[src/rtl/portbank_pkg.sv]
package portbank_pkg;

   localparam int CPU_AW      = 16;
   localparam int PPU_AW      = 14;
   localparam int ROM_WIN_AW  = 15;
   localparam int RAM_WIN_AW  = 13;
   localparam int CHR_WIN_AW  = 13;
   localparam int NUM_PORTS   = 2;

   typedef struct packed {
      logic soft_mirror;
      logic hdr_vert;
      logic four_screen;
      logic chr_rom;
      logic chr_ram;
   } map_cfg_t;

   typedef enum logic [1:0] {
      CHR_SINGLE   = 2'd0,
      CHR_SWITCHED = 2'd1,
      CHR_SPLIT    = 2'd2
   } chr_mode_e;

   function automatic int max_int(input int a, input int b);
      return (a > b) ? a : b;
   endfunction

   function automatic chr_mode_e chr_mode_of(input logic has_rom, input logic has_ram,
                                             input logic four_screen);
      if (has_rom && has_ram)
         return four_screen ? CHR_SPLIT : CHR_SWITCHED;
      return CHR_SINGLE;
   endfunction

endpackage

[src/rtl/gpio_port_resolve.sv]
module gpio_port_resolve #(
   parameter int W = 8
) (
   input  logic         oe,
   input  logic [W-1:0] pin_value,
   output logic [W-1:0] eff_value
);
   // A port in input mode floats high on the board: read it as all ones.
   assign eff_value = oe ? pin_value : {W{1'b1}};
endmodule

[src/rtl/prg_window_map.sv]
module prg_window_map
   import portbank_pkg::*;
#(
   parameter int ROM_BANK_W = 4,
   parameter int RAM_BANK_W = 2,
   localparam int ROM_AW    = ROM_BANK_W + ROM_WIN_AW,
   localparam int RAM_AW    = RAM_BANK_W + RAM_WIN_AW
) (
   input  logic [ROM_BANK_W-1:0] rom_bank,
   input  logic [RAM_BANK_W-1:0] ram_bank,
   input  logic [CPU_AW-1:0]     cpu_addr,
   output logic                  rom_cs,
   output logic [ROM_AW-1:0]     rom_addr,
   output logic                  ram_cs,
   output logic [RAM_AW-1:0]     ram_addr
);
   always_comb begin
      rom_cs   = cpu_addr[CPU_AW-1];
      ram_cs   = (cpu_addr[CPU_AW-1 -: 3] == 3'b011);
      rom_addr = {rom_bank, cpu_addr[ROM_WIN_AW-1:0]};
      ram_addr = {ram_bank, cpu_addr[RAM_WIN_AW-1:0]};
   end
endmodule

[src/rtl/chr_window_map.sv]
module chr_window_map
   import portbank_pkg::*;
#(
   parameter int BANK_W     = 5,
   parameter int RAM_BANK_W = 2,
   localparam int AW        = max_int(BANK_W, RAM_BANK_W) + CHR_WIN_AW,
   localparam int FIELD_W   = AW - CHR_WIN_AW,
   localparam int PAD_ROM   = FIELD_W - BANK_W,
   localparam int PAD_RAM   = FIELD_W - RAM_BANK_W
) (
   input  logic [BANK_W-1:0]     rom_bank,
   input  logic [RAM_BANK_W-1:0] ram_bank,
   input  logic                  sel_bit,
   input  logic                  has_rom,
   input  logic                  has_ram,
   input  logic                  four_screen,
   input  logic [PPU_AW-1:0]     ppu_addr,
   output logic                  cs,
   output logic                  ram_sel,
   output logic [AW-1:0]         addr
);
   logic [FIELD_W-1:0] rom_field;
   logic [FIELD_W-1:0] ram_field;
   chr_mode_e          mode;

   // Widen each bank field to the common address width.
   if (PAD_ROM > 0) begin : g_rom_pad
      assign rom_field = {{PAD_ROM{1'b0}}, rom_bank};
   end else begin : g_rom_flat
      assign rom_field = rom_bank;
   end

   if (PAD_RAM > 0) begin : g_ram_pad
      assign ram_field = {{PAD_RAM{1'b0}}, ram_bank};
   end else begin : g_ram_flat
      assign ram_field = ram_bank;
   end

   assign mode = chr_mode_of(has_rom, has_ram, four_screen);

   always_comb begin
      cs      = 1'b0;
      ram_sel = 1'b0;
      addr    = '0;
      unique case (mode)
         CHR_SPLIT: begin
            // Bit 12 splits each 8 KiB half; bit 13 becomes the in-bank MSB.
            ram_sel = ~ppu_addr[12];
            addr    = {(ppu_addr[12] ? rom_field : ram_field),
                       ppu_addr[13], ppu_addr[11:0]};
            cs      = (ppu_addr[13:8] != 6'h3F);
         end
         CHR_SWITCHED: begin
            ram_sel = sel_bit;
            addr    = {rom_field, ppu_addr[CHR_WIN_AW-1:0]};
            cs      = ~ppu_addr[13];
         end
         default: begin
            ram_sel = has_ram & ~has_rom;
            addr    = {rom_field, ppu_addr[CHR_WIN_AW-1:0]};
            cs      = ~ppu_addr[13];
         end
      endcase
   end
endmodule

[src/rtl/mirror_select.sv]
module mirror_select (
   input  logic soft_mirror,
   input  logic hdr_vert,
   input  logic port_a_msb,
   input  logic port_b_msb,
   input  logic ppu_a11,
   input  logic ppu_a10,
   output logic a10
);
   always_comb begin
      if (soft_mirror)
         a10 = hdr_vert ? port_b_msb : port_a_msb;
      else
         a10 = hdr_vert ? ppu_a10 : ppu_a11;
   end
endmodule

[src/rtl/portbank_mapper.sv]
module portbank_mapper
   import portbank_pkg::*;
#(
   parameter int PORT_W          = 8,
   parameter int PRG_ROM_BANK_W  = 4,
   parameter int PRG_RAM_BANK_W  = 2,
   parameter int CHR_BANK_W      = 5,
   parameter int CHR_RAM_BANK_W  = 2,
   localparam int PRG_ROM_AW     = PRG_ROM_BANK_W + ROM_WIN_AW,
   localparam int PRG_RAM_AW     = PRG_RAM_BANK_W + RAM_WIN_AW,
   localparam int CHR_AW         = max_int(CHR_BANK_W, CHR_RAM_BANK_W) + CHR_WIN_AW
) (
   input  logic                  clk,
   input  logic                  rst_n,
   input  logic [PORT_W-1:0]     port_a_data,
   input  logic                  port_a_oe,
   input  logic [PORT_W-1:0]     port_b_data,
   input  logic                  port_b_oe,
   input  logic [CPU_AW-1:0]     cpu_addr,
   input  logic [PPU_AW-1:0]     ppu_addr,
   input  logic                  cfg_soft_mirror,
   input  logic                  cfg_hdr_vert,
   input  logic                  cfg_four_screen,
   input  logic                  cfg_chr_rom,
   input  logic                  cfg_chr_ram,
   output logic                  prg_rom_cs,
   output logic [PRG_ROM_AW-1:0] prg_rom_addr,
   output logic                  prg_ram_cs,
   output logic [PRG_RAM_AW-1:0] prg_ram_addr,
   output logic                  chr_cs,
   output logic                  chr_ram_sel,
   output logic [CHR_AW-1:0]     chr_addr,
   output logic                  ciram_a10
);
   localparam int PA_IDX = 0;
   localparam int PB_IDX = 1;

   // Elaboration-time parameter checks.
   if (PORT_W < 2 || PORT_W > 16) begin : g_bad_port_w
      $error("portbank_mapper: PORT_W must be in 2..16");
   end
   if (PRG_ROM_BANK_W < 1 || PRG_RAM_BANK_W < 1 ||
       PRG_ROM_BANK_W + PRG_RAM_BANK_W > PORT_W) begin : g_bad_prg_split
      $error("portbank_mapper: PRG fields must be non-empty and fit in port A");
   end
   if (CHR_BANK_W < 1 || CHR_RAM_BANK_W < 1 ||
       CHR_BANK_W + CHR_RAM_BANK_W > PORT_W) begin : g_bad_chr_split
      $error("portbank_mapper: CHR fields must be non-empty and fit in port B");
   end

   // Port resolution, one instance per port.
   logic [PORT_W-1:0] port_pins [NUM_PORTS];
   logic              port_oe   [NUM_PORTS];
   logic [PORT_W-1:0] port_eff  [NUM_PORTS];

   assign port_pins[PA_IDX] = port_a_data;
   assign port_pins[PB_IDX] = port_b_data;
   assign port_oe[PA_IDX]   = port_a_oe;
   assign port_oe[PB_IDX]   = port_b_oe;

   for (genvar p = 0; p < NUM_PORTS; p++) begin : g_port
      gpio_port_resolve #(.W(PORT_W)) u_resolve (
         .oe        (port_oe[p]),
         .pin_value (port_pins[p]),
         .eff_value (port_eff[p])
      );
   end

   // Middle bits of the ports may be left unused by a given field split.
   logic port_bits_unused;
   assign port_bits_unused = ^{port_eff[PA_IDX], port_eff[PB_IDX]};

   map_cfg_t cfg;
   assign cfg = '{soft_mirror: cfg_soft_mirror, hdr_vert: cfg_hdr_vert,
                  four_screen: cfg_four_screen, chr_rom: cfg_chr_rom,
                  chr_ram: cfg_chr_ram};

   // Combinational decode.
   logic                  nx_rom_cs;
   logic [PRG_ROM_AW-1:0] nx_rom_addr;
   logic                  nx_ram_cs;
   logic [PRG_RAM_AW-1:0] nx_ram_addr;
   logic                  nx_chr_cs;
   logic                  nx_chr_ram_sel;
   logic [CHR_AW-1:0]     nx_chr_addr;
   logic                  nx_a10;

   prg_window_map #(
      .ROM_BANK_W (PRG_ROM_BANK_W),
      .RAM_BANK_W (PRG_RAM_BANK_W)
   ) u_prg (
      .rom_bank (port_eff[PA_IDX][PRG_ROM_BANK_W-1:0]),
      .ram_bank (port_eff[PA_IDX][PORT_W-1 -: PRG_RAM_BANK_W]),
      .cpu_addr (cpu_addr),
      .rom_cs   (nx_rom_cs),
      .rom_addr (nx_rom_addr),
      .ram_cs   (nx_ram_cs),
      .ram_addr (nx_ram_addr)
   );

   chr_window_map #(
      .BANK_W     (CHR_BANK_W),
      .RAM_BANK_W (CHR_RAM_BANK_W)
   ) u_chr (
      .rom_bank    (port_eff[PB_IDX][CHR_BANK_W-1:0]),
      .ram_bank    (port_eff[PB_IDX][PORT_W-1 -: CHR_RAM_BANK_W]),
      .sel_bit     (port_eff[PB_IDX][PORT_W-1]),
      .has_rom     (cfg.chr_rom),
      .has_ram     (cfg.chr_ram),
      .four_screen (cfg.four_screen),
      .ppu_addr    (ppu_addr),
      .cs          (nx_chr_cs),
      .ram_sel     (nx_chr_ram_sel),
      .addr        (nx_chr_addr)
   );

   mirror_select u_mirror (
      .soft_mirror (cfg.soft_mirror),
      .hdr_vert    (cfg.hdr_vert),
      .port_a_msb  (port_eff[PA_IDX][PORT_W-1]),
      .port_b_msb  (port_eff[PB_IDX][PORT_W-1]),
      .ppu_a11     (ppu_addr[11]),
      .ppu_a10     (ppu_addr[10]),
      .a10         (nx_a10)
   );

   // Single output register stage.
   always_ff @(posedge clk or negedge rst_n) begin
      if (!rst_n) begin
         prg_rom_cs   <= 1'b0;
         prg_rom_addr <= '0;
         prg_ram_cs   <= 1'b0;
         prg_ram_addr <= '0;
         chr_cs       <= 1'b0;
         chr_ram_sel  <= 1'b0;
         chr_addr     <= '0;
         ciram_a10    <= 1'b0;
      end else begin
         prg_rom_cs   <= nx_rom_cs;
         prg_rom_addr <= nx_rom_addr;
         prg_ram_cs   <= nx_ram_cs;
         prg_ram_addr <= nx_ram_addr;
         chr_cs       <= nx_chr_cs;
         chr_ram_sel  <= nx_chr_ram_sel;
         chr_addr     <= nx_chr_addr;
         ciram_a10    <= nx_a10;
      end
   end

endmodule

[config.mk]
export PLATFORM = sky130hd
export DESIGN_NAME = portbank_mapper
export DESIGN_NICKNAME = d
export VERILOG_FILES = /design/src/rtl/portbank_pkg.sv /design/src/rtl/gpio_port_resolve.sv /design/src/rtl/prg_window_map.sv /design/src/rtl/chr_window_map.sv /design/src/rtl/mirror_select.sv /design/src/rtl/portbank_mapper.sv
export SDC_FILE = /design/constraint.sdc
export NUM_CORES = 1
export LEC_CHECK = 0
export BUFFER_PORTS_ARGS = -buffer_cell sky130_fd_sc_hd__buf_2
export CAP_MARGIN = 40
export CORE_MARGIN = 3
export CORE_UTILIZATION = 34
export DETAILED_ROUTE_END_ITERATION = 8
export GPL_TIMING_DRIVEN = 0
export PLACE_DENSITY = 0.74
export SLEW_MARGIN = 30
export SYNTH_ARGS = -nofsm -noshare
export SYNTH_HDL_FRONTEND = slang
export SYNTH_SLANG_ARGS = --single-unit
[constraint.sdc]
create_clock -name clk -period 0.8 [get_ports clk]
set_clock_uncertainty 0.2 [all_clocks]
set_input_delay 0.08 -clock clk [delete_from_list [all_inputs] [get_ports clk]]
set_output_delay 0.08 -clock clk [all_outputs]
set_load 0.01 [all_outputs]
==> flow_metrics.py <==
metrics = {
    "worst_setup_path": {
        "path_cells": "buf_6, buf_6",
        "crit_path_end": "prg_rom_addr[3]",
        "cp.arrival_ns": 0.95,
        "path_common_cell": "buf_6",
        "cp-startpoint": "prg_ram_addr[3]",
        "crit_type": "reg -> out",
        "cp_slowest_cell": "dfrtp_1",
        "startpoint_type": "register",
        "max_stage_delay_ns": 0.42,
        "cp.required_ns": 0.52,
        "worst_setup_path_end_kind": "output pin",
        "cp_max_fo": 2,
    },
    "clock_network": {
        "root_buffer": "clkbuf_8",
        "cts_buffer_depth": 2,
        "clock-sinks": 44,
        "clk_pin_slew_worst_paths_ns": 0.08,
        "h-tree-depth": 2,
        "cts_buffers": 5,
        "cts_tree": "done",
    },
    "global_route": {
        "grt_remaining_overflow": 0,
        "grt_pass1_wl_mm": 7.18,
        "grt_max_degree": 24,
        "track_usage_pct": 18.8,
        "grt_pass1_vias": 1349,
        "antenna_found_initial": 0,
    },
    "synthesis": {
        "avgSynthCellArea_um2": 16.4,
        "synth-seq-cells": 44,
        "syn_inst": 87,
        "synth_common_cells": "dfrtp_1, buf_4, nand2b_1, inv_1, a21oi_1",
        "ys_seq_area_share_pct": 77.4,
        "synth_area_leaders": "dfrtp_1, buf_4, nand2b_1",
        "synth_top_area_share_pct": 77.4,
        "yosys.area.top_type": "dfrtp_1",
        "synthesis.area_mm2": 0.00142,
        "synth_cell_types": 19,
        "synthArstFlopShare_pct": 100,
        "synth-edff-count": 0,
        "ys.flop_type": "dfrtp_1",
        "synth_most_common_cell": "dfrtp_1",
        "yosys_warnings": 0,
        "syn-num-nets": 142,
    },
    "timing": {
        "fmax_mhz": 811,
        "setup_tns_ns": -17.59,
        "fin_crit_ns": 1.23,
        "hold_viol": 61,
        "whs_ns": -0.420,
        "tightest_slew_ns": 0.556,
        "drv_slew": 0,
        "finalCritPeriodShare_pct": 154,
        "setup_viol": 62,
        "rsz0062_at_grt": "yes",
        "worst_slack_ns": -0.433,
        "relSlewSlack_pct": 62.9,
    },
    "die": {
        "die_x_um": 70.7,
        "die_h_um": 70.7,
        "start_util_pct": 36.9,
        "die_area_mm2": 0.00500,
        "fp.coreArea_mm2": 0.00385,
        "io_pins": 112,
        "std_cell_rows": 22,
    },
    "cells_and_area": {
        "regArea_mm2": 0.00110,
        "fin_nets": 289,
        "diodes": 0,
        "layout-drive-gt1-share_pct": 60.4,
        "fill_cells": 265,
        "multi_input_area_um2": 216,
        "fin_cells": 283,
        "utilization_pct": 70.1,
        "syn2layout_area_growth_pct": 89.8,
    },
    "job": {
        "drv_cap": 0,
    },
    "power_and_ir_drop": {
        "irDropWorstVdd_mv": 1.14,
        "power_mw": 4.63,
        "power.density_mw_per_mm2": 1720,
        "p_leak_nw": 1.36,
    },
    "run_status": {
        "violations": "hold timing, setup timing",
        "status": "finished, violations left",
    },
    "drt": {
        "drc": 0,
        "wire_per_inst_um": 16.7,
        "avgViaCountPerCell": 4.31,
        "drtIter0Drc": 43,
        "wl_mm": 4.73,
        "drtAntennaViolNets": 0,
        "num_vias": 1220,
        "first_pass_iters": 4,
    },
    "placement": {
        "io_buffers": 108,
        "gp_congestion": 0.737,
        "place_inst": 244,
        "dp_hpwl_mm": 2.88,
    },
    "worst_hold_path": {
        "hold_path.class": "in -> async",
    },
}
what timing repair did:
action / in CTS / in global routing
pin swaps: 0 / 2
hold endpoints to repair: 88 / 44
hold buffers: 26 / 4
gates resized for setup: 20 / 14
endpoints found under the setup margin: 59 / 64
cloned: 0 / 0
setup buffers: 4 / 1
cell type report:
| type | instances | area share, % |
|---|---|---|
| Tap cell | 48 | 2.22 |
| Inverter | 4 | 0.556 |
| Clock buffer | 7 | 3.20 |
| Timing Repair Buffer | 140 | 39.1 |
| Sequential cell | 44 | 40.8 |
| Clock inverter | 1 | 0.278 |
| Buffer | 14 | 5.84 |
| Multi-Input combinational cell | 25 | 8.02 |
layer usage:
metal | track usage [%] | share of wire, %
met1 | 23.3 | 37
met4 | 3.34 | 0.76
met2 | 32.1 | 52
met3 | 6.68 | 9.9
met5 | 0 | 0
where the power goes:
group	internal, mW	switching [mW]
combinational	0.505	0.335
sequential	2.34	0.0606
clock	0.701	0.688
total	3.55	1.08
sequential cells by signal, summed over array words and instances, names as in the netlist:
signal / cells
chr_addr: 18
prg_ram_cs: 1
ciram_a10: 1
prg_rom_cs: 1
chr_ram_sel: 1
prg_rom_addr: 6
prg_ram_addr: 15
chr_cs: 1
stage by stage:
stage / setup WS [ns] / cell area (um^2) / hold slack [ns]
after floorplan: -0.234 / 1480 / -0.416
after global placement: -0.391 / 2080 / -0.0123
after detailed placement: -0.389 / 2110 / -0.103
after CTS: -0.393 / 2610 / -0.411
after global routing: -0.478 / 2700 / -0.395
final: -0.433 / 2700 / -0.420
worst max-delay path: cells and delay by family (launching register included):
| kind | cells | cell delay (ns) |
|---|---|---|
| DFF | 1 | 0.42 |
| buffers and inverters | 2 | 0.25 |
kinds of logic after synthesis:
| logic type | Yosys count | synth area share, % |
|---|---|---|
| simple gates | 16 | 7.39 |
| buf+inv | 18 | 8.71 |
| compound gates | 5 | 2.37 |
| flops | 44 | 77.4 |
| mux | 4 | 4.13 |
how the worst min path moves through the flow:
stage,slack [ns],cells after the start,start,end
finish,-0.42,1,rst_n,ciram_a10
global route,-0.40,1,rst_n,chr_addr[10]
CTS,-0.41,1,rst_n,prg_ram_addr[0]
detailed placement,-0.10,1,rst_n,prg_ram_addr[7]
global placement,-0.01,1,ppu_addr[7],chr_addr[7]
floorplan,-0.42,0,rst_n,chr_addr[0]
cell usage in the layout (no fill, tap or decap), drive strengths merged, types with 2 or more instances in the layout:
| cell type | n |
|---|---|
| dlygate4sd3 | 26 |
| dfrtp | 44 |
| clkbuf | 8 |
| nand2b | 7 |
| buf | 127 |
| a21oi | 3 |
| inv | 4 |
| nand3 | 2 |
| mux2 | 2 |
| nor2b | 2 |
Power figures use the tool's default switching activity.
